**config.mk**
```make
export PLATFORM = sky130hd
export DESIGN_NAME = multimode_timer
export DESIGN_NICKNAME = d
export VERILOG_FILES = /design/src/rtl/mmt_pkg.sv /design/src/rtl/mmt_prescale.sv /design/src/rtl/mmt_core.sv /design/src/rtl/multimode_timer.sv
export SDC_FILE = /design/constraint.sdc
export NUM_CORES = 1
export LEC_CHECK = 0
export ABC_AREA = 1
export CORE_AREA = 2 2 88 99
export CTS_CLUSTER_SIZE = 14
export DETAILED_ROUTE_END_ITERATION = 8
export DIE_AREA = 0 0 90 101
export HOLD_SLACK_MARGIN = 0.02
export PLACE_DENSITY = 0.76
export SETUP_SLACK_MARGIN = 0.02
export SYNTH_ARGS = -nofsm -noshare
export SYNTH_HDL_FRONTEND = slang
export SYNTH_SLANG_ARGS = --single-unit
```
**constraint.sdc**
```tcl
create_clock -name clk -period 2.38 [get_ports clk]
set_clock_uncertainty 0.05 [all_clocks]
set_input_delay 0.238 -clock clk [delete_from_list [all_inputs] [get_ports clk]]
set_output_delay 0.238 -clock clk [all_outputs]
set_load 0.05 [all_outputs]
```
**src/rtl/mmt_pkg.sv**
```systemverilog
package mmt_pkg;
    localparam int DATA_W = 16;

    typedef enum logic [1:0] {
        MODE_STOP = 2'd0,
        MODE_UP   = 2'd1,
        MODE_CONT = 2'd2,
        MODE_TRI  = 2'd3
    } mode_e;

    typedef enum logic [1:0] {
        ST_IDLE = 2'd0,
        ST_RISE = 2'd1,
        ST_FALL = 2'd2
    } cnt_state_e;

    localparam logic [1:0] ADDR_CTRL   = 2'd0;
    localparam logic [1:0] ADDR_COUNT  = 2'd1;
    localparam logic [1:0] ADDR_PERIOD = 2'd2;

    localparam int B_FLAG    = 0;
    localparam int B_IE      = 1;
    localparam int B_RESTART = 2;
    localparam int B_MODE_LO = 4;
    localparam int B_DIV_LO  = 6;
    localparam int B_SRC_LO  = 8;

    localparam int DIV_W = 3;
endpackage

```
**src/rtl/mmt_prescale.sv**
```systemverilog
module mmt_prescale
    import mmt_pkg::*;
(
    input  logic       clk,
    input  logic       rst_n,
    input  logic [3:0] src_en,
    input  logic [1:0] src_sel,
    input  logic [1:0] div_sel,
    input  logic       restart,
    output logic       cnt_tick
);
    logic [DIV_W-1:0] div_cnt;
    logic [DIV_W-1:0] div_max;
    logic             src_tick;

    always_comb begin
        src_tick = src_en[src_sel];
        unique case (div_sel)
            2'd0:    div_max = DIV_W'(0);
            2'd1:    div_max = DIV_W'(1);
            2'd2:    div_max = DIV_W'(3);
            default: div_max = DIV_W'(7);
        endcase
        cnt_tick = src_tick && (div_cnt >= div_max);
    end

    always_ff @(posedge clk or negedge rst_n) begin
        if (!rst_n) begin
            div_cnt <= '0;
        end else if (restart) begin
            div_cnt <= '0;
        end else if (src_tick) begin
            if (div_cnt >= div_max) div_cnt <= '0;
            else                    div_cnt <= div_cnt + DIV_W'(1);
        end
    end


    presc_restart_chk: assert property (@(posedge clk) disable iff (!rst_n)
        restart |=> (div_cnt == '0));
endmodule

```
**src/rtl/mmt_core.sv**
```systemverilog
module mmt_core
    import mmt_pkg::*;
#(
    parameter int CNT_W = 16
) (
    input  logic             clk,
    input  logic             rst_n,
    input  mode_e            mode,
    input  logic [CNT_W-1:0] period,
    input  logic             cnt_tick,
    input  logic             clr,
    input  logic             load,
    input  logic [CNT_W-1:0] load_val,
    output logic [CNT_W-1:0] cnt,
    output logic             wrap_evt
);
    localparam logic [CNT_W-1:0] CNT_MAX = {CNT_W{1'b1}};
    localparam logic [CNT_W-1:0] ONE     = CNT_W'(1);

    typedef struct packed {
        logic [CNT_W-1:0] val;
        logic             down;
        logic             wrap;
    } step_t;

    cnt_state_e       state, state_nx;
    logic [CNT_W-1:0] cnt_nx;
    step_t            stp;

    function automatic step_t advance(input mode_e md, input logic going_down,
                                      input logic [CNT_W-1:0] cv,
                                      input logic [CNT_W-1:0] pv);
        step_t s;
        s.val  = cv;
        s.down = 1'b0;
        s.wrap = 1'b0;
        case (md)
            MODE_UP: begin
                if (pv == '0)       s.val = '0;
                else if (cv >= pv) begin
                    s.val  = '0;
                    s.wrap = 1'b1;
                end else            s.val = cv + ONE;
            end
            MODE_CONT: begin
                if (cv == CNT_MAX) begin
                    s.val  = '0;
                    s.wrap = 1'b1;
                end else s.val = cv + ONE;
            end
            MODE_TRI: begin
                if (pv == '0) s.val = '0;
                else if (going_down || cv >= pv) begin
                    if (cv <= ONE) begin
                        s.val  = '0;
                        s.wrap = 1'b1;
                    end else begin
                        s.val  = cv - ONE;
                        s.down = 1'b1;
                    end
                end else s.val = cv + ONE;
            end
            default: s.val = cv;
        endcase
        return s;
    endfunction

    always_comb begin
        state_nx = state;
        cnt_nx   = cnt;
        wrap_evt = 1'b0;
        stp      = advance(mode, state == ST_FALL, cnt, period);
        if (clr) begin
            cnt_nx   = '0;
            state_nx = ST_RISE;
        end else if (load) begin
            cnt_nx = load_val;
        end else begin
            unique case (state)
                ST_IDLE: begin
                    if (mode != MODE_STOP) begin
                        state_nx = ST_RISE;
                        if (cnt_tick) begin
                            cnt_nx   = stp.val;
                            state_nx = stp.down ? ST_FALL : ST_RISE;
                            wrap_evt = stp.wrap;
                        end
                    end
                end
                ST_RISE, ST_FALL: begin
                    if (mode == MODE_STOP) begin
                        state_nx = ST_IDLE;
                    end else begin
                        if (mode != MODE_TRI) state_nx = ST_RISE;
                        if (cnt_tick) begin
                            cnt_nx   = stp.val;
                            state_nx = stp.down ? ST_FALL : ST_RISE;
                            wrap_evt = stp.wrap;
                        end
                    end
                end
                default: state_nx = ST_IDLE;
            endcase
        end
    end

    always_ff @(posedge clk or negedge rst_n) begin
        if (!rst_n) begin
            state <= ST_IDLE;
            cnt   <= '0;
        end else begin
            state <= state_nx;
            cnt   <= cnt_nx;
        end
    end


    stop_hold_chk: assert property (@(posedge clk) disable iff (!rst_n)
        (mode == MODE_STOP && !clr && !load) |=> $stable(cnt));


    clr_zero_chk: assert property (@(posedge clk) disable iff (!rst_n)
        clr |=> (cnt == '0));


    cont_wrap_chk: assert property (@(posedge clk) disable iff (!rst_n)
        (mode == MODE_CONT && cnt_tick && cnt == CNT_MAX && !clr && !load) |=> (cnt == '0));


    zero_period_chk: assert property (@(posedge clk) disable iff (!rst_n)
        ((mode == MODE_UP || mode == MODE_TRI) && period == '0 && cnt == '0 && !clr && !load)
        |=> (cnt == '0));
endmodule

```
**src/rtl/multimode_timer.sv**
```systemverilog
module multimode_timer
    import mmt_pkg::*;
#(
    parameter int CNT_W = 16
) (
    input  logic        clk,
    input  logic        rst_n,
    input  logic        bus_wr,
    input  logic [1:0]  bus_addr,
    input  logic [15:0] bus_wdata,
    output logic [15:0] bus_rdata,
    input  logic        tick_ext,
    input  logic        tick_aux,
    input  logic        tick_sys,
    input  logic        tick_ext_n,
    output logic        irq
);
    logic [1:0]       src_sel;
    logic [1:0]       div_sel;
    mode_e            mode;
    logic             ie;
    logic             flag;
    logic [CNT_W-1:0] period;
    logic [CNT_W-1:0] cnt;
    logic             cnt_tick;
    logic             wrap_evt;
    logic             ctrl_wr;
    logic             clr;
    logic             load;

    assign ctrl_wr = bus_wr && (bus_addr == ADDR_CTRL);
    assign clr     = ctrl_wr && bus_wdata[B_RESTART];
    assign load    = bus_wr && (bus_addr == ADDR_COUNT);

    always_ff @(posedge clk or negedge rst_n) begin
        if (!rst_n) begin
            src_sel <= '0;
            div_sel <= '0;
            mode    <= MODE_STOP;
            ie      <= 1'b0;
            period  <= '0;
        end else begin
            if (ctrl_wr) begin
                src_sel <= bus_wdata[B_SRC_LO +: 2];
                div_sel <= bus_wdata[B_DIV_LO +: 2];
                mode    <= mode_e'(bus_wdata[B_MODE_LO +: 2]);
                ie      <= bus_wdata[B_IE];
            end
            if (bus_wr && bus_addr == ADDR_PERIOD) period <= bus_wdata[CNT_W-1:0];
        end
    end

    always_ff @(posedge clk or negedge rst_n) begin
        if (!rst_n)        flag <= 1'b0;
        else if (wrap_evt) flag <= 1'b1;
        else if (ctrl_wr)  flag <= bus_wdata[B_FLAG];
    end

    assign irq = flag & ie;

    always_comb begin
        unique case (bus_addr)
            ADDR_CTRL:   bus_rdata = {6'b0, src_sel, div_sel, 2'(mode), 2'b00, ie, flag};
            ADDR_COUNT:  bus_rdata = DATA_W'(cnt);
            ADDR_PERIOD: bus_rdata = DATA_W'(period);
            default:     bus_rdata = '0;
        endcase
    end

    mmt_prescale u_prescale (
        .clk      (clk),
        .rst_n    (rst_n),
        .src_en   ({tick_ext_n, tick_sys, tick_aux, tick_ext}),
        .src_sel  (src_sel),
        .div_sel  (div_sel),
        .restart  (clr),
        .cnt_tick (cnt_tick)
    );

    mmt_core #(.CNT_W(CNT_W)) u_core (
        .clk      (clk),
        .rst_n    (rst_n),
        .mode     (mode),
        .period   (period),
        .cnt_tick (cnt_tick),
        .clr      (clr),
        .load     (load),
        .load_val (bus_wdata[CNT_W-1:0]),
        .cnt      (cnt),
        .wrap_evt (wrap_evt)
    );


    flag_cause_chk: assert property (@(posedge clk) disable iff (!rst_n)
        $rose(flag) |-> ($past(wrap_evt) || $past(ctrl_wr)));
endmodule

```
==> metrics.md <==
| Metric | Value |
|---|---|
| Status | `complete, no violations` |
| Sequential area share after synthesis | `around a quarter` |
| Nets@finish | `slightly below 800` |
| CTS root buf | `clkbuf_8` |
| Arrival time worst endpoint | `2.47 ns` |
| Critical-path cell list | `inv_2, ha_4, nand2_1, nor2_1, nor2_1, nand2_1, nand2_1, nand2_2, nand2_4, nand2_4, a21oi_4, nand2_2, nor2_4, nand2_1, nand2_2, nand2_1, nand2_1` |
| Worst setup EP type | `flip-flop` |
| Antenna Cells | `0` |
| Vias post-DR | `4748` |
| Clock buffer depth | `2` |
| Core ar. | `0.00815 sq mm` |
| Ys Warns | `0` |
| Setup crit start | `period[2]$_DFFE_PN0P_` |
| Vias per cell | `5.57` |
| Reg clk slew, reported paths | `0.10 ns` |
| CP Max Fanout | `7` |
| Initial Util | `53.3%` |
| CP dominant cell by count | `nand2_1` |
| H-tree levels | `2` |
| Ports | `42` |
| Post-Layout Cell Count | `852` |
| Row cnt | `35` |
| Commonest non-fill, non-tap cell in the layout | `nand2_1` |
| Worst r2r dst | `u_core.cnt[7]$_DFFE_PN0P_` |
| Layout cells sized above 1 | `21.5%` |
| CP Class | `reg2reg` |
| Post-Route WL | `14600 um` |
| First-pass GRT wire length | `around 24000 um` |
| I/O Buffers | `41` |
| Top Family by Delay on Critical Path | `simple AND/OR/NAND/NOR gates` |
| Clk sinks | `45` |
| Post-route cell area | `between 0.005 and 0.006 sq mm` |
| Largest net degree at the start of global routing | `33` |
| Max Slew Vio Count | `0` |
| Hpwl dp | `between 10000 and 15000 um` |
| Die ar. | `0.00909 sq mm` |
| Commonest non-fill, non-tap cells in the layout | `nand2_1 (191), inv_1 (76), nor2_1 (46), dfrtp_1 (44), buf_4 (40)` |
| Least-Margin Pin Slew | `0.553 ns` |
| Setup WS pre-CTS | `roughly 0.045 ns` |
| Total grt overflow | `0` |
| Max Fclk | `around 0.44 GHz` |
| Final Hold Vio Count | `0` |
| Setup violations, final | `0` |
| Setup slack after layout | `approximately 0.11 ns` |
| FF+latch count, synth | `45` |
| Slew headroom | `63.1%` |
| Pwr Total | `between 5 and 6 mW` |
| Synthesized area per cell | `6.53 sq um` |
| Clk_lat worst skew | `a little over 0.3 ns` |
| Power Dens Cells | `1040 mW/mm^2` |
| RD Place Congestion | `approximately 0.97` |
| First-pass DRT Iterations | `7` |
| Crit path to | `u_core.cnt[7]$_DFFE_PN0P_` |
| DP Area | `roughly 0.0052 sq mm` |
| Maximum capacitance violations | `0` |
| Minimum clock period | `2.27 ns` |
| Final period util | `95.3%` |
| Post-synthesis cell area | `0.00435 sq mm` |
| Start of the worst register-to-register path | `period[2]$_DFFE_PN0P_` |
| Vias in the first global route | `roughly 4600` |
| Worst R2R Setup Slack | `0.11 ns` |
| Total CTS buffers | `5` |
| Syn nets | `720` |
| Initial antenna violation count | `0` |
| Leak | `2.83 nW` |
| FF-to-FF path depth | `17` |
| CP Depth | `17` |
| Cell count after synthesis | `about 670` |
| Die Span Y | `101 um` |
| VDD IR-drop max | `roughly 0.5 mV` |
| CTS tree | `built` |
| GR Util All Layers | `32.8%` |
| Worst Path Buf+Inv | `1` |
| Placed insts | `829` |
| Worst Hold Class | `in2async` |
| Layout overhead on the synthesized area | `28.1%` |
| Critical Path Start Type | `flip-flop` |
| Post-DRT Antenna Nets | `0` |
| Critical Path RT | `2.58 ns` |
| DRC | `0` |
| 1st-iter DRT viols | `321` |
| RSZ-0062 raised after global routing | `true` |
| Hold_ws | `0.381 ns` |
| Chip width | `~90 um` |
| Yosys cell types | `39` |
| Average wire per cell in the routed design | `17.1 um` |
| CP peak stage delay | `0.40 ns` |
| CP max stage cell | `dfrtp_1` |
==> worst min path at each step <==
stage               startpoint                                end  cells past startpoint
floorplan                rst_n             div_sel[0]$_DFFE_PN0P_                      0
global placement         rst_n  u_prescale.div_cnt[0]$_DFFE_PN0P_                      1
detailed placement       rst_n  u_prescale.div_cnt[1]$_DFFE_PN0P_                      1
CTS                      rst_n  u_prescale.div_cnt[1]$_DFFE_PN0P_                      2
global route             rst_n  u_prescale.div_cnt[1]$_DFFE_PN0P_                      2
finish                   rst_n  u_prescale.div_cnt[2]$_DFFE_PN0P_                      2
==> what timing repair did <==
| item | CTS | global route |
|---|---|---|
| gates resized for setup | 1 | 33 |
| pin swaps | 2 | 9 |
| hold endpoints to repair | 21 | 0 |
| hold buffers | 1 | 0 |
| setup buffers | 3 | 11 |
| setup endpoints to repair | 1 | 19 |
==> logic make-up after synthesis <==
logic type	after synthesis	share of synthesized area, %
DFF	45	25.9
AOI/OAI and AO/OA	116	15.6
xor gates and xnor gates	18	3.63
adders and majority gates	30	8.64
and+or+nand+nor	333	34.8
buffers and inverters	123	11.5
==> registers in the layout, indices dropped and copies added, names as in the netlist <==
register / count
u_prescale.div_cnt: 3
div_sel: 2
src_sel: 2
u_core.cnt: 16
ie: 1
period: 16
mode: 2
u_core.state: 2
flag: 1
==> final cells by class <==
| cell class | count | area (sq um) |
|---|---|---|
| Clock buffer | 6 | 82.6 |
| Clock inverter | 2 | 16.3 |
| Fill cell | 736 | 2580 |
| Inverter | 105 | 394 |
| Multi-Input combinational cell | 497 | 2870 |
| Sequential cell | 45 | 1130 |
| Tap cell | 111 | 139 |
| Timing Repair Buffer | 86 | 938 |
==> report_power, final <==
| group | total [mW] | leakage, nW | internal, mW | switching (mW) |
|---|---|---|---|---|
| clock | 0.546 | 0.0478 | 0.240 | 0.306 |
| combinational | 4.05 | 2.22 | 1.56 | 2.49 |
| sequential | 1.17 | 0.568 | 0.970 | 0.196 |
==> cells in the mapped netlist <==
cell type    n  area share, %
a21o_1       1           0.17
a21oi_1     29            3.3
a21oi_2      1           0.20
a21oi_4      2           0.75
a22oi_1      1           0.17
a31oi_1      2           0.29
a41oi_2      1           0.37
and2_1       1           0.14
buf_2        5           0.58
buf_4        4           0.69
buf_6        2           0.52
clkbuf_1     7           0.60
clkinv_1     1          0.086
dfrtp_1     45             26
ha_1        30            8.6
inv_1       82            7.1
inv_2       22            1.9
nand2_1    196             17
nand2_2     10            1.4
nand2_4      1           0.26
nand3_1     30            3.5
nand3_2      5            1.2
nand4_1     13            1.9
nand4_4      1           0.49
nor2_1      46            4.0
nor2_2       9            1.3
nor2_4       8            2.1
nor3_1      10            1.2
nor3_2       1           0.23
nor4_1       1           0.14
o211ai_2     1           0.29
o21a_1       1           0.17
o21ai_0     38            4.4
o21ai_1     22            2.5
o21bai_1     1           0.17
o221ai_1     8            1.6
o22ai_1      8            1.2
or2_2        1           0.14
xor2_1      18            3.6
==> metal layers <==
metal / vias to the layer above / global-route usage, % / routed length (um) / part of all wire [%]
met1: 2211 / 40.0 / 5700 / 39
li1: 2299 / - / - / -
met5: - / 0 / 0 / 0
met3: 47 / 4.79 / 891 / 6.1
met2: 191 / 58.6 / 7400 / 51
met4: 0 / 13.1 / 573 / 3.9
==> metrics by stage <==
stage / utilization (%) / setup TNS (ns)
3_5_place_dp: 63.8 / 0
4_1_cts: 65.4 / 0
3_3_place_gp: 63.8 / 0
6_report: 68.3 / 0
5_1_grt: 68.3 / -0.0480
2_1_floorplan: - / 0
No activity file was read; power rests on OpenSTA's default activity.
